<file path="src/rtl/fmac_pkg.sv">
package fmac_pkg;
  typedef enum logic [2:0] {
    OP_NOP  = 3'd0,
    OP_WRX  = 3'd1,
    OP_WRY  = 3'd2,
    OP_MCLR = 3'd3,
    OP_MADD = 3'd4,
    OP_MSUB = 3'd5,
    OP_WRST = 3'd6,
    OP_IDLE = 3'd7
  } op_e;

  localparam int STW   = 16;
  localparam int FLG_N = 15;
  localparam int FLG_V = 14;
  localparam int FLG_Z = 13;
  localparam int FLG_L = 12;
endpackage

</file>
<file path="src/rtl/fmac_mult.sv">
module fmac_mult #(
  parameter int DW = 16,
  localparam int AW = 2 * DW
) (
  input  logic [DW-1:0] op_a,
  input  logic [DW-1:0] op_b,
  output logic [AW-1:0] prod
);
  logic signed [AW-1:0] raw;

  // Full signed product, then the fractional doubling shift.
  assign raw  = $signed(op_a) * $signed(op_b);
  assign prod = {raw[AW-2:0], 1'b0};
endmodule

</file>
<file path="src/rtl/fmac_addsub.sv">
module fmac_addsub #(
  parameter int AW = 32
) (
  input  logic [AW-1:0] lhs,
  input  logic [AW-1:0] rhs,
  input  logic          do_sub,
  output logic [AW-1:0] res,
  output logic          neg,
  output logic          ovf,
  output logic          zero,
  output logic          cry
);
  logic [AW:0] wide;

  assign wide = do_sub ? ({1'b0, lhs} - {1'b0, rhs})
                       : ({1'b0, lhs} + {1'b0, rhs});
  assign res  = wide[AW-1:0];
  assign cry  = wide[AW];
  assign neg  = res[AW-1];
  assign zero = (res == '0);

  always_comb begin
    if (do_sub)
      ovf = (lhs[AW-1] != rhs[AW-1]) && (res[AW-1] != lhs[AW-1]);
    else
      ovf = (lhs[AW-1] == rhs[AW-1]) && (res[AW-1] != lhs[AW-1]);
  end
endmodule

</file>
<file path="src/rtl/fmac_unit.sv">
module fmac_unit
  import fmac_pkg::*;
#(
  parameter int DW = 16,
  localparam int AW = 2 * DW
) (
  input  logic          clk,
  input  logic          rst,
  input  logic [2:0]    op_code,
  input  logic [DW-1:0] wr_data,
  input  logic [DW-1:0] rd_a,
  input  logic [DW-1:0] rd_b,
  output logic [DW-1:0] x_q,
  output logic [DW-1:0] y_q,
  output logic [AW-1:0] p_q,
  output logic [AW-1:0] acc_q,
  output logic [STW-1:0] st_q
);
  op_e           op;
  logic          is_mul;
  logic [DW-1:0] x_nx, y_nx;
  logic [AW-1:0] prod_nx;
  logic [AW-1:0] sum_res;
  logic          f_n, f_v, f_z, f_l;

  assign op     = op_e'(op_code);
  assign is_mul = (op == OP_MCLR) || (op == OP_MADD) || (op == OP_MSUB);

  // Operand values after this edge; the product follows them.
  always_comb begin
    x_nx = x_q;
    y_nx = y_q;
    if (op == OP_WRX) x_nx = wr_data;
    if (op == OP_WRY) y_nx = wr_data;
    if (is_mul) begin
      x_nx = rd_a;
      y_nx = rd_b;
    end
  end

  fmac_mult #(.DW(DW)) mult_i (
    .op_a (x_nx),
    .op_b (y_nx),
    .prod (prod_nx)
  );

  // Accumulate always uses the registered (old) product.
  fmac_addsub #(.AW(AW)) addsub_i (
    .lhs    (acc_q),
    .rhs    (p_q),
    .do_sub (op == OP_MSUB),
    .res    (sum_res),
    .neg    (f_n),
    .ovf    (f_v),
    .zero   (f_z),
    .cry    (f_l)
  );

  always_ff @(posedge clk) begin
    if (rst) begin
      x_q   <= '0;
      y_q   <= '0;
      p_q   <= '0;
      acc_q <= '0;
      st_q  <= '0;
    end else begin
      if (op == OP_WRX || op == OP_WRY || is_mul) begin
        x_q <= x_nx;
        y_q <= y_nx;
        p_q <= prod_nx;
      end
      case (op)
        OP_MCLR: begin
          acc_q <= '0;
          st_q[FLG_N] <= 1'b0;
          st_q[FLG_V] <= 1'b0;
          st_q[FLG_Z] <= 1'b1;
          st_q[FLG_L] <= 1'b0;
        end
        OP_MADD, OP_MSUB: begin
          acc_q <= sum_res;
          st_q[FLG_N] <= f_n;
          st_q[FLG_V] <= f_v;
          st_q[FLG_Z] <= f_z;
          st_q[FLG_L] <= f_l;
        end
        OP_WRST: st_q <= STW'(wr_data);
        default: ;
      endcase
    end
  end
endmodule

</file>
<file path="config.mk">
export PLATFORM = sky130hd
export DESIGN_NAME = fmac_unit
export DESIGN_NICKNAME = d
export VERILOG_FILES = /design/src/rtl/fmac_pkg.sv /design/src/rtl/fmac_mult.sv /design/src/rtl/fmac_addsub.sv /design/src/rtl/fmac_unit.sv
export SDC_FILE = /design/constraint.sdc
export NUM_CORES = 1
export LEC_CHECK = 0
export BUFFER_PORTS_ARGS = -buffer_cell sky130_fd_sc_hd__buf_2
export CORE_MARGIN = 1
export CORE_UTILIZATION = 40
export DETAILED_ROUTE_END_ITERATION = 10
export PLACE_DENSITY = 0.68
export SYNTH_ARGS = -nofsm -noshare
export SYNTH_HDL_FRONTEND = slang
export SYNTH_SLANG_ARGS = --single-unit
export TNS_END_PERCENT = 30
</file>
<file path="constraint.sdc">
create_clock -name clk -period 15.2 [get_ports clk]
set_input_delay 1.52 -clock clk [delete_from_list [all_inputs] [get_ports clk]]
set_output_delay 1.52 -clock clk [all_outputs]
set_load 0.1 [all_outputs]
</file>
==> reports/qor.csv, run 1 <==
stage,metric,value,unit
cts,clock_latency,0.39,ns
setup_path,worst-setup-path-type,input pin to register,
hold_path,holdCritStartpoint,st_q[9],
synth,synth_cell_types,76,
synth,ys_ff_latch,110,
sta,hold_violations,0,
layout,final_cell_mix,"inv_1 (316), nor2_1 (262), fa_1 (257), nand2_1 (237), buf_2 (161)",
setup_path,cp.buffers_inverters,5,
sta,tightest_slew,1.28,ns
setup_path,cp.arrival,9.48,ns
flow_run,cap_violations,0,
setup_path,cp_common_cell,fa_1,
cts,cts_setup_buffers,0,
cts,cts_resized,0,
synth,synth-edff-count,0,
global_route,grt_pass1_wl,84.3,mm
floorplanning,rows,74,
setup_path,crit_path_top_delay_cell,a21oi_1,
setup_path,slowest_delay,0.66,ns
sta,fin_skew,0.0150,ns
floorplanning,start_util,40.6,%
synth,netlist_area,16500,sq um
setup_path,rrSetupSlack,8.18,ns
layout,drive_gt1_share,11.1,%
setup_path,reg2regPathDepth,24,
place,hpwlAfterDp,44.4,mm
sta,finalSetupViolCount,0,
setup_path,end_kind,register,
global_route,grtUsageMet3,5.24,%
synth,synth-main-ff-cell,dfxtp_1,
detailed_routing,drt-wirelength-per-cell,20.5,um
floorplanning,ioPinCount,165,
detailed_routing,antenna_left,0,
setup_path,critical-path-top-delay-family,adder cells,
detailed_routing,via_per_inst,5.51,
synth,yosysTopAreaCell,fa_1,
cts,holdBufCountCts,0,
status,status,completed,
cts,cts_buffers,9,
synth,synth_top_cell_area_share,31.1,%
floorplanning,die_area,42100,sq um
cts,cts-root-buf,clkbuf_16,
detailed_routing,vias,14600,
sta,tns,0,ns
layout,areaGrowthSynthToFinish,10.0,%
sta,max_slew_margin,14.0,%
global_route,grt-ovfl-total,0,
synth,yosys_warnings,0,
global_route,grt_max_degree,77,
detailed_routing,dr.pass1.iters,7,
sta,fmax,0.109,GHz
synth,ys_seq_area_share,13.3,%
cts,cts_tree,built,
place,port-buffer-count,162,
place,dp_slack,5.76,ns
floorplanning,coreArea,40700,sq um
global_route,grt_usage,26.5,%
setup_path,cp.depth,26,
sta,post-route-period-util,60.2,%
layout,fin_nets,2539,
hold_path,hp-class,register to register,
global_route,grt_pass1_vias,14600,
detailed_routing,routed_wl,54.4,mm
global_route,use_met1,36.5,%
cts,clockBufferDepth,2,
synth,synthTopCellsByArea,"fa_1 (31%), dfxtp_1 (13%), ha_1 (8.5%), inv_1 (7.2%), nor2_1 (6.0%)",
sta,timing.final.ws_setup,6.05,ns
cts,cts_sinks,110,
detailed_routing,drcViolationCount,0,
global_route,met2_usage,41.6,%
synth,synthArstFlopShare,0,%
sta,period_needed,9.15,ns
hold_path,holdPathStages,2,
layout,layout_commonest_cell,inv_1,
place,gp_congestion,0.964,
sta,rsz0062_at_grt,false,
setup_path,crit_start,op_code[1],
setup_path,startpoint_type,input pin,
setup_path,r2r-start,y_q[1],
synth,avgSynthCellArea,8.24,sq um
synth,syn-instance-count,2004,
layout,diodes,0,
cts,clk_pin_slew,0.09,ns
detailed_routing,drt_iter0_drc,1146,
global_route,grt-busiest-layer,met2,
global_route,antenna_found_initial,1,
cts,htree_levels,3,
sta,drv_slew,0,
setup_path,critPathRequiredTime,15.53,ns
setup_path,cp_max_fo,56,
floorplanning,die_h,205,um
floorplanning,die_x,205,um
## registers in the layout, indices dropped and copies added, names as in the netlist
register	flops
p_q	31
st_q	16
x_q	16
acc_q	31
y_q	16
## worst min-delay path: stages, from the launching register on
cell and delay, ns:
dfxtp_1 0.32, nand2_1 0.05, a21oi_1 0.05
## synthesized netlist by cell type, types with 14 or more instances
library cell	instances
clkbuf_1	68
ha_1	112
fa_1	257
a211oi_1	17
inv_1	316
nand3_1	17
xnor2_1	53
a21o_1	37
dfxtp_1	110
nor2_1	262
mux2i_1	27
a21oi_1	123
or3_1	14
o21a_1	19
xor2_1	25
o21ai_0	35
nand2_1	237
nor3_1	30
## routing by layer
| layer | up-vias | part of all wire [%] |
|---|---|---|
| li1 | 6723 | - |
| met1 | 7158 | 43 |
| met2 | 648 | 45 |
| met3 | 90 | 9.1 |
| met4 | 2 | 3.0 |
| met5 | - | 0.028 |
## area by class of cell
cell class / count / area (sq um)
fill: 4125 / 22600
multi-input combinational: 1496 / 12800
sequential: 110 / 2200
inverter: 316 / 1190
timing repair buffer: 184 / 978
tap: 532 / 666
clock buffer: 9 / 225
clock inverter: 7 / 85.1
## cells by family (layout without fill, tap and decap cells)
| kind of cell | count (synthesis) | count (layout) | synth area share [%] |
|---|---|---|---|
| compound gates | 363 | 363 | 14.5 |
| xor+xnor | 78 | 78 | 4.13 |
| fa+ha+maj | 369 | 369 | 39.6 |
| buf+inv | 399 | 516 | 9.14 |
| flops | 110 | 110 | 13.3 |
| mux | 27 | 27 | 1.64 |
| other cells | 1 | 2 | 0.0227 |
| simple gates | 657 | 657 | 17.6 |
## metrics by stage
stage	hold slack, ns	std cells	utilization, %	area, sq um
floorplan	0.884	2005	-	16500
global placement	0.443	2638	43.9	17900
detailed placement	0.445	2638	43.9	17900
CTS	0.458	2654	44.6	18200
global route	0.482	2654	44.6	18200
finish	0.458	2654	44.6	18200
## final timing paths
kind / to
worst max-delay path: p_q[25]
worst min-delay path: st_q[9]
worst max register to register: p_q[31]
worst min register to register: st_q[9]
Power of run 1 is not shown: default switching activity piles up to over one toggle a cycle in this logic, so the estimate is an artifact.
==> inputs of run 2 (changes only) <==
--- a/config.mk
+++ b/config.mk
@@ -5,11 +5,12 @@
 export SDC_FILE = /design/constraint.sdc
 export NUM_CORES = 1
 export LEC_CHECK = 0
+export ABC_AREA = 1
 export BUFFER_PORTS_ARGS = -buffer_cell sky130_fd_sc_hd__buf_2
 export CORE_MARGIN = 1
 export CORE_UTILIZATION = 40
 export DETAILED_ROUTE_END_ITERATION = 10
-export PLACE_DENSITY = 0.68
+export PLACE_DENSITY = 0.7
 export SYNTH_ARGS = -nofsm -noshare
 export SYNTH_HDL_FRONTEND = slang
 export SYNTH_SLANG_ARGS = --single-unit
==> constraint.sdc (replaced) <==
create_clock -name clk -period 7.8 [get_ports clk]
set_input_delay 0.78 -clock clk [delete_from_list [all_inputs] [get_ports clk]]
set_output_delay 0.78 -clock clk [all_outputs]
set_load 0.1 [all_outputs]
==> reports/qor.csv, run 2 <==
stage,metric,value,unit
global_route,antenna_found_initial,3,
floorplanning,die_h,211,um
detailed_routing,via_per_inst,5.06,
synth,ys_seq_area_share,12.6,%
detailed_routing,drt-wirelength-per-cell,17.4,um
setup_path,critPathRequiredTime,8.13,ns
layout,final_cells,3249,
layout,areaGrowthSynthToFinish,12.5,%
sta,max_slew_margin,46.1,%
setup_path,critical-path-top-delay-family,adder cells,
place,port-buffer-count,162,
detailed_routing,vias,16400,
sta,fin_skew,0.0126,ns
sta,post-route-period-util,95.7,%
synth,yosys_warnings,0,
cts,cts-root-buf,clkbuf_16,
setup_path,cp_common_cell,fa_1,
setup_path,end_kind,register,
sta,fmax,0.134,GHz
setup_path,startpoint_type,input pin,
detailed_routing,drt_iter0_drc,1277,
cts,clockBufferDepth,2,
sta,hold_violations,0,
sta,rsz0062_at_grt,false,
cts,clk_pin_slew,0.08,ns
detailed_routing,routed_wl,56.6,mm
cts,cts_sinks,110,
place,gp_congestion,1.00,
setup_path,worst-setup-path-type,input pin to register,
setup_path,reg2regPathDepth,23,
setup_path,cp.depth,28,
sta,drv_slew,0,
layout,fin_nets,3078,
global_route,grt-busiest-layer,met2,
global_route,grtUsageMet3,4.92,%
floorplanning,coreArea,43100,sq um
setup_path,cp.buffers_inverters,9,
setup_path,cp_max_fo,10,
setup_path,rrSetupSlack,1.23,ns
cts,cts_setup_buffers,0,
global_route,grt-ovfl-total,0,
sta,tns,0,ns
hold_path,holdPathStages,2,
place,hpwlAfterDp,48.7,mm
cts,holdBufCountCts,0,
floorplanning,die_area,44500,sq um
layout,drive_gt1_share,12.0,%
detailed_routing,antenna_left,0,
synth,synth_most_common_cell,nand2_1,
sta,finalSetupViolCount,0,
synth,synthArstFlopShare,0,%
synth,synthTopCellsByArea,"fa_1 (29%), dfxtp_1 (13%), nand2_1 (13%), inv_1 (12%), ha_1 (8.0%)",
flow_run,cap_violations,0,
status,status,completed,
global_route,grt_pass1_wl,90.3,mm
setup_path,crit_path_top_delay_cell,fa_1,
global_route,grt_max_degree,70,
sta,period_needed,7.47,ns
detailed_routing,drcViolationCount,0,
synth,netlist_area,17500,sq um
cts,clock_latency,0.39,ns
synth,ys_ff_latch,110,
setup_path,cp.arrival,7.80,ns
layout,final_cell_mix,"nand2_1 (586), inv_1 (561), nor2_1 (283), fa_1 (257), buf_2 (162)",
synth,avgSynthCellArea,7.08,sq um
layout,layout_commonest_cell,nand2_1,
setup_path,slowest_delay,0.57,ns
floorplanning,rows,76,
global_route,grt_pass1_vias,16700,
layout,fill_cells,4417,
cts,cts_tree,built,
cts,cts_buffers,9,
floorplanning,start_util,40.5,%
sta,tightest_slew,0.800,ns
floorplanning,ioPinCount,165,
cts,htree_levels,3,
place,dp_cells,3230,
synth,yosysTopAreaCell,fa_1,
global_route,use_met1,35.2,%
global_route,met2_usage,43.7,%
floorplanning,die_x,211,um
synth,synth_top_cells_by_count,"nand2_1 (586), inv_1 (561), nor2_1 (283)",
cts,cts_resized,0,
synth,synth-main-ff-cell,dfxtp_1,
synth,synth_cell_types,52,
synth,synth-edff-count,0,
detailed_routing,dr.pass1.iters,10,
global_route,grt_usage,26.6,%
synth,synth_top_cell_area_share,29.5,%
layout,largestRegisters,"acc_q x31, p_q x31",
synth,syn-instance-count,2466,
hold_path,hp-class,register to register,
run 2: through the flow:
stage | hold WS (ns) | setup WS [ns] | area [sq um] | utilization, %
floorplan | 0.905 | 0.911 | 17500 | -
global placement | 0.465 | 0.201 | 19300 | 44.9
detailed placement | 0.471 | 0.135 | 19300 | 44.9
CTS | 0.484 | 0.509 | 19600 | 45.6
global route | 0.502 | 0.0825 | 19600 | 45.6
finish | 0.482 | 0.334 | 19600 | 45.6
run 2: worst paths after layout:
| kind | from | end |
|---|---|---|
| worst max register to register | y_q[1] | p_q[24] |
| worst max-delay path | op_code[2] | p_q[24] |
| worst min-delay path | st_q[2] | st_q[2] |
| worst min register to register | st_q[2] | st_q[2] |
run 2: tightest hold or removal path, stage by stage, from the launching register on:
cell     delay (ns)
dfxtp_1        0.32
nand2_1        0.06
a21oi_1        0.05
run 2: logic make-up (layout without fill, tap and decap cells):
kind of cell               Yosys count  count (layout)  share of synthesized area, %
buffers and inverters              644             838                          14.1
adders and majority gates          369             369                          37.5
AOI/OAI and AO/OA                  256             256                          8.86
DFF                                110             110                          12.6
and+or+nand+nor                   1028            1028                          24.0
xor gates and xnor gates            58              58                          2.91
other                                1               5                        0.0215
run 2: layout make-up:
type	instances	area, sq um	share of cell area (%)
Multi-Input combinational cell	1713	12800	65.2
Inverter	582	2180	11.1
Tap cell	585	732	3.73
Antenna cell	3	7.51	0.0382
Clock inverter	5	47.5	0.242
Sequential cell	110	2200	11.2
Timing Repair Buffer	240	1410	7.18
Clock buffer	11	253	1.29
run 2: layer usage:
layer,part of all wire (%),vias up
met1,43,8005
met2,46,576
met3,7.4,98
met4,2.9,0
li1,-,7767
met5,0,-
Power of run 2 is left out for the same reason.
